File: config.mk
export PLATFORM = sky130hd
export DESIGN_NAME = gpio_polar_bank
export DESIGN_NICKNAME = d
export VERILOG_FILES = /design/src/rtl/gpio_polar_pkg.sv /design/src/rtl/gpio_sync.sv /design/src/rtl/gpio_bit_cell.sv /design/src/rtl/gpio_polar_bank.sv
export SDC_FILE = /design/constraint.sdc
export NUM_CORES = 1
export LEC_CHECK = 0
export BUFFER_PORTS_ARGS = -buffer_cell sky130_fd_sc_hd__buf_4
export CAP_MARGIN = 20
export CORE_MARGIN = 3
export CORE_UTILIZATION = 30
export CTS_CLUSTER_SIZE = 14
export DETAILED_ROUTE_END_ITERATION = 7
export GPL_TIMING_DRIVEN = 0
export PLACE_DENSITY = 0.45
export SYNTH_ARGS = -nofsm -noshare
export SYNTH_HDL_FRONTEND = slang
export SYNTH_SLANG_ARGS = --single-unit
File: constraint.sdc
create_clock -name clk -period 1.72 [get_ports clk]
set_clock_uncertainty 0.15 [all_clocks]
set_input_delay 0.086 -clock clk [delete_from_list [all_inputs] [get_ports clk]]
set_output_delay 0.086 -clock clk [all_outputs]
set_load 0.005 [all_outputs]
File: src/rtl/gpio_polar_pkg.sv
package gpio_polar_pkg;
  // Per-bit configuration; packed so that {pol, dir} maps to register bits 1:0
  typedef struct packed {
    logic pol;  // 1 = invert both read and drive paths
    logic dir;  // 1 = output
  } gpio_cfg_t;

  localparam int DATA_ADDR = 0;
  localparam int CFG_BASE  = 1;
endpackage

File: src/rtl/gpio_sync.sv
module gpio_sync #(
  parameter int WIDTH = 8
) (
  input  logic             clk,
  input  logic             rst_n,
  input  logic [WIDTH-1:0] d,
  output logic [WIDTH-1:0] q
);
  logic [WIDTH-1:0] mid_q;
  logic [WIDTH-1:0] out_q;

  always_ff @(posedge clk or negedge rst_n) begin
    if (!rst_n) begin
      mid_q <= '0;
      out_q <= '0;
    end else begin
      mid_q <= d;
      out_q <= mid_q;
    end
  end

  assign q = out_q;

  AST_SYNC_SECOND_STAGE: assert property (@(posedge clk) disable iff (!rst_n)
    1'b1 |=> out_q == $past(mid_q));
endmodule

File: src/rtl/gpio_bit_cell.sv
module gpio_bit_cell
  import gpio_polar_pkg::*;
(
  input  logic       clk,
  input  logic       rst_n,
  input  logic       cfg_we,
  input  logic [1:0] cfg_wdata,
  input  logic       data_we,
  input  logic       data_wbit,
  input  logic       pin_sync,
  output logic       pad_out,
  output logic       pad_oe,
  output logic       data_view,
  output gpio_cfg_t  cfg_view
);
  gpio_cfg_t cfg_q;
  logic      data_q;

  always_ff @(posedge clk or negedge rst_n) begin
    if (!rst_n) begin
      cfg_q <= '0;
    end else if (cfg_we) begin
      cfg_q <= gpio_cfg_t'(cfg_wdata);
    end
  end

  // Writes only land while the bit is an output
  always_ff @(posedge clk or negedge rst_n) begin
    if (!rst_n) begin
      data_q <= 1'b0;
    end else if (data_we && cfg_q.dir) begin
      data_q <= data_wbit;
    end
  end

  assign pad_oe    = cfg_q.dir;
  assign pad_out   = data_q ^ cfg_q.pol;
  assign data_view = cfg_q.dir ? data_q : (pin_sync ^ cfg_q.pol);
  assign cfg_view  = cfg_q;

  AST_INPUT_WRITE_IGNORED: assert property (@(posedge clk) disable iff (!rst_n)
    (data_we && !cfg_q.dir) |=> $stable(data_q));
  AST_OUTPUT_WRITE_TAKES: assert property (@(posedge clk) disable iff (!rst_n)
    (data_we && cfg_q.dir && !cfg_we) |=> pad_out == ($past(data_wbit) ^ cfg_q.pol));
  AST_POL_FLIPS_DRIVE: assert property (@(posedge clk) disable iff (!rst_n)
    (cfg_we && !data_we && (cfg_wdata[1] != cfg_q.pol)) |=> pad_out != $past(pad_out));
endmodule

File: src/rtl/gpio_polar_bank.sv
module gpio_polar_bank
  import gpio_polar_pkg::*;
#(
  parameter int NUM_BITS = 8,
  parameter int ADDR_W   = 4,
  parameter int DATA_W   = 8
) (
  input  logic              clk,
  input  logic              rst_n,
  input  logic              wr_en,
  input  logic [ADDR_W-1:0] wr_addr,
  input  logic [DATA_W-1:0] wr_data,
  input  logic              rd_en,
  input  logic [ADDR_W-1:0] rd_addr,
  output logic [DATA_W-1:0] rd_data,
  output logic              rd_valid,
  input  logic [NUM_BITS-1:0] pad_in,
  output logic [NUM_BITS-1:0] pad_out,
  output logic [NUM_BITS-1:0] pad_oe
);
  localparam logic [ADDR_W-1:0] DATA_A   = ADDR_W'(DATA_ADDR);
  localparam logic [ADDR_W-1:0] LAST_CFG = ADDR_W'(CFG_BASE + NUM_BITS - 1);

  logic [NUM_BITS-1:0] pin_sync;
  logic [NUM_BITS-1:0] data_view;
  gpio_cfg_t           cfg_view [NUM_BITS];
  logic                data_we;
  logic [DATA_W-1:0]   rd_next;
  logic [DATA_W-1:0]   rd_q;
  logic                rv_q;

  gpio_sync #(.WIDTH(NUM_BITS)) u_sync (
    .clk  (clk),
    .rst_n(rst_n),
    .d    (pad_in),
    .q    (pin_sync)
  );

  assign data_we = wr_en && (wr_addr == DATA_A);

  for (genvar i = 0; i < NUM_BITS; i++) begin : g_bit
    logic cfg_we;
    assign cfg_we = wr_en && (wr_addr == ADDR_W'(CFG_BASE + i));

    gpio_bit_cell u_cell (
      .clk      (clk),
      .rst_n    (rst_n),
      .cfg_we   (cfg_we),
      .cfg_wdata(wr_data[1:0]),
      .data_we  (data_we),
      .data_wbit(wr_data[i]),
      .pin_sync (pin_sync[i]),
      .pad_out  (pad_out[i]),
      .pad_oe   (pad_oe[i]),
      .data_view(data_view[i]),
      .cfg_view (cfg_view[i])
    );
  end

  always_comb begin
    rd_next = '0;
    if (rd_addr == DATA_A) begin
      rd_next[NUM_BITS-1:0] = data_view;
    end
    for (int i = 0; i < NUM_BITS; i++) begin
      if (rd_addr == ADDR_W'(CFG_BASE + i)) begin
        rd_next[1:0] = cfg_view[i];
      end
    end
  end

  always_ff @(posedge clk or negedge rst_n) begin
    if (!rst_n) begin
      rd_q <= '0;
      rv_q <= 1'b0;
    end else begin
      rv_q <= rd_en;
      if (rd_en) begin
        rd_q <= rd_next;
      end
    end
  end

  assign rd_data  = rd_q;
  assign rd_valid = rv_q;

  AST_RD_VALID_AFTER_STROBE: assert property (@(posedge clk) disable iff (!rst_n)
    rd_en |=> rd_valid);
  AST_RD_HOLD_WHEN_IDLE: assert property (@(posedge clk) disable iff (!rst_n)
    !rd_en |=> (!rd_valid && $stable(rd_data)));
  AST_UNMAPPED_READS_ZERO: assert property (@(posedge clk) disable iff (!rst_n)
    (rd_en && rd_addr > LAST_CFG) |=> rd_data == '0);
  AST_OE_STABLE_NO_CFG_WRITE: assert property (@(posedge clk) disable iff (!rst_n)
    !(wr_en && wr_addr != DATA_A && wr_addr <= LAST_CFG) |=> $stable(pad_oe));
endmodule

==> impl_metrics.ini <==
[timing]
fin_setup_tns_ns = 0
worstMarginPinSlew_ns = 0.632
finalCritPeriodShare_pct = 92.2
drv_slew = 0
worst_slack_ns = 0.135
hold_viol = 0
max_slew_margin_pct = 57.9
max_freq_ghz = 0.631
finalCriticalPeriod_ns = 1.59
rsz0062_at_grt = false
finalSetupViolCount = 0

[detailed_routing]
ant_nets = 0
first_pass_iters = 4
routedWlPerCell_um = 14.5
drc = 0
routed_wl_um = 5350
route.detailed.vias_per_inst = 4.51
vias = 1661
first_iter_violations = 54

[place]
dp_slack_ns = -0.0977
dp_hpwl_um = 3750
gp_congestion = 0.714
port_buffers = 52
dpl_cell_area_um2 = 2820

[cells_and_area]
fin_nets = 296
antenna_cells = 0
final_common_cell = buf_4
final_cell_mix = 68 x buf_4, 49 x dfrtp_1, 18 x dlygate4sd3_1
drive_gt1_share_pct = 37.2
fin_area_um2 = 3110
synthToLayoutAreaGrowth_pct = 34.5

[floorplan]
die_y_um = 93.7
start_util_pct = 31.3
rows = 31
io_pins = 53
die-area_um2 = 8790
core_um2 = 7370
fp.dieW_um = 93.7

[clock_tree]
cts_sinks = 49
htreeDepth = 2
postCtsSetupBuffers = 0
cts_buffer_depth = 2
clkLatencyLatePin_ns = 0.30
cts-root-buf = clkbuf_8
cts_made_buffers = 5
cts_tree = yes
clk_pin_slew_ns = 0.09

[yosys]
synth_cells = 191
syn_avg_cell_area_um2 = 12.1
yosysUniqueCellTypes = 38
mappedNetlistArea_um2 = 2310
seq_area_frac_synth_pct = 53.1
ys.warnings.count = 0
postSynthNetCount = 219
ys_ff_latch = 49

[global_routing]
grt_pass1_vias = 1666
antenna_found_initial = 0
grt_pass1_wl_um = 8760
grt.overflow.total = 0
grt_max_degree = 50
grt.total_usage_pct = 12.9

[power_and_ir_drop]
ir_drop_v = 0.000358
power_density_nw_per_um2 = 1010
p_leak_nw = 1.45

[min_path]
holdCritPathClass = input port to flip-flop

[critical_path]
critical_path_class = input port to flip-flop
critPathArrivalTime_ns = 1.66
start_kind = input port
required_ns = 1.79
worstSetupEndpointType = flip-flop
crit_fanout = 10

[status]
status = completed

[run]
maxCapViolations = 0
## through the flow
stage               power (W)  cells  util [%]  hold WS (ns)
floorplan             0.00199    191         -        -0.360
global placement      0.00239    342      38.3       0.00770
detailed placement    0.00239    342      38.3       0.00105
CTS                   0.00318    368      42.1       0.00974
global route          0.00333    368      42.1        0.0216
finish                0.00312    368      42.1        0.0285
## per-layer routing
metal	vias up	global-route usage (%)	wire length [um]	part of all wire, %
met3	4	3.45	332	6.2
li1	818	-	-	-
met5	-	0	0	0
met1	793	19.5	2700	51
met2	46	18.0	2270	42
met4	0	3.25	44	0.82
## area by class of cell
type | instances | area, um^2
fill | 766 | 4260
sequential | 49 | 1230
multi-input combinational | 119 | 936
timing repair buffer | 70 | 571
buffer | 20 | 136
tap | 99 | 124
clock buffer | 7 | 96.3
inverter | 3 | 11.3
clock inverter | 1 | 5.00
## Yosys cell counts, drive strengths merged
master | count | area, um^2
a31oi | 1 | 6.26
or3 | 3 | 18.8
clkbuf | 3 | 11.3
o211a | 1 | 10.0
o32a | 1 | 10.0
inv | 3 | 11.3
or4 | 1 | 7.51
and3b | 1 | 8.76
buf | 17 | 125
a41o | 1 | 10.0
o21ai | 5 | 25.0
o2bb2ai | 7 | 61.3
mux2 | 24 | 293
dfrtp | 49 | 1230
o211ai | 1 | 7.51
xnor2 | 7 | 61.3
a211o | 1 | 8.76
o22ai | 1 | 6.26
or3b | 1 | 11.3
nand2b | 2 | 12.5
a21oi | 9 | 45.0
nand3 | 3 | 15.0
nand2 | 12 | 45.0
nor3b | 4 | 30.0
nor4bb | 1 | 10.0
a311oi | 2 | 17.5
xor2 | 9 | 78.8
a211oi | 2 | 15.0
nor2 | 10 | 37.5
mux2i | 3 | 30.0
nor3 | 2 | 21.3
nand3b | 3 | 22.5
and4b | 1 | 10.0
## state kept, by name, summed over array words and instances (netlist names)
| signal | cells |
|---|---|
| g_bit.u_cell.cfg_view | 8 |
| g_bit.u_cell.data_q | 8 |
| g_bit.u_cell.pad_oe | 8 |
| rd_data | 8 |
| rd_valid | 1 |
| u_sync.mid_q | 8 |
| u_sync.q | 8 |
## critical path: stages
cell and delay, ns:
dlygate4sd3_1 0.53, buf_4 0.13, inv_2 0.11, or3_1 0.35
clkbuf_1 0.23, o2bb2ai_1 0.21
## worst paths after layout
kind | start | to | slack (ns) | depth (start not counted)
setup reg to reg | g_bit[1].u_cell.cfg_view[1]$_DFFE_PN0P_ | rd_data[1]$_DFFE_PN0P_ | 0.31 | 4
min in group asynchronous | rst_n | g_bit[3].u_cell.data_q$_DFFE_PN0P_ | 0.20 | 2
setup / recovery | rd_en | rd_data[5]$_DFFE_PN0P_ | 0.13 | 6
max in group asynchronous | rst_n | g_bit[4].u_cell.cfg_view[1]$_DFFE_PN0P_ | 0.79 | 2
hold reg to reg | u_sync.mid_q[1]$_DFF_PN0_ | u_sync.q[1]$_DFF_PN0_ | 0.20 | 0
hold / removal | rd_addr[3] | rd_data[1]$_DFFE_PN0P_ | 0.03 | 4
## kinds of logic (layout without fill, tap and decap cells)
logic type      after synthesis  in the layout  share of synthesized area (%)
compound gates               32             32                           9.64
xor+xnor                     16             16                           6.07
buf+inv                      23            101                           6.39
flops                        49             49                           53.1
mux                          27             27                           14.0
simple gates                 44             44                           10.8
## report_power, final
group / internal, W / switching (W)
Clock: 0.000364 / 0.000375
Sequential: 0.00130 / 0.000188
Combinational: 0.000600 / 0.000291
## what timing repair did
item,CTS,global route
resized for setup,0,0
endpoints found under the setup margin,0,0
hold endpoints to repair,83,0
hold buffers,18,0
Note: power is estimated with default switching activity, not from simulation.
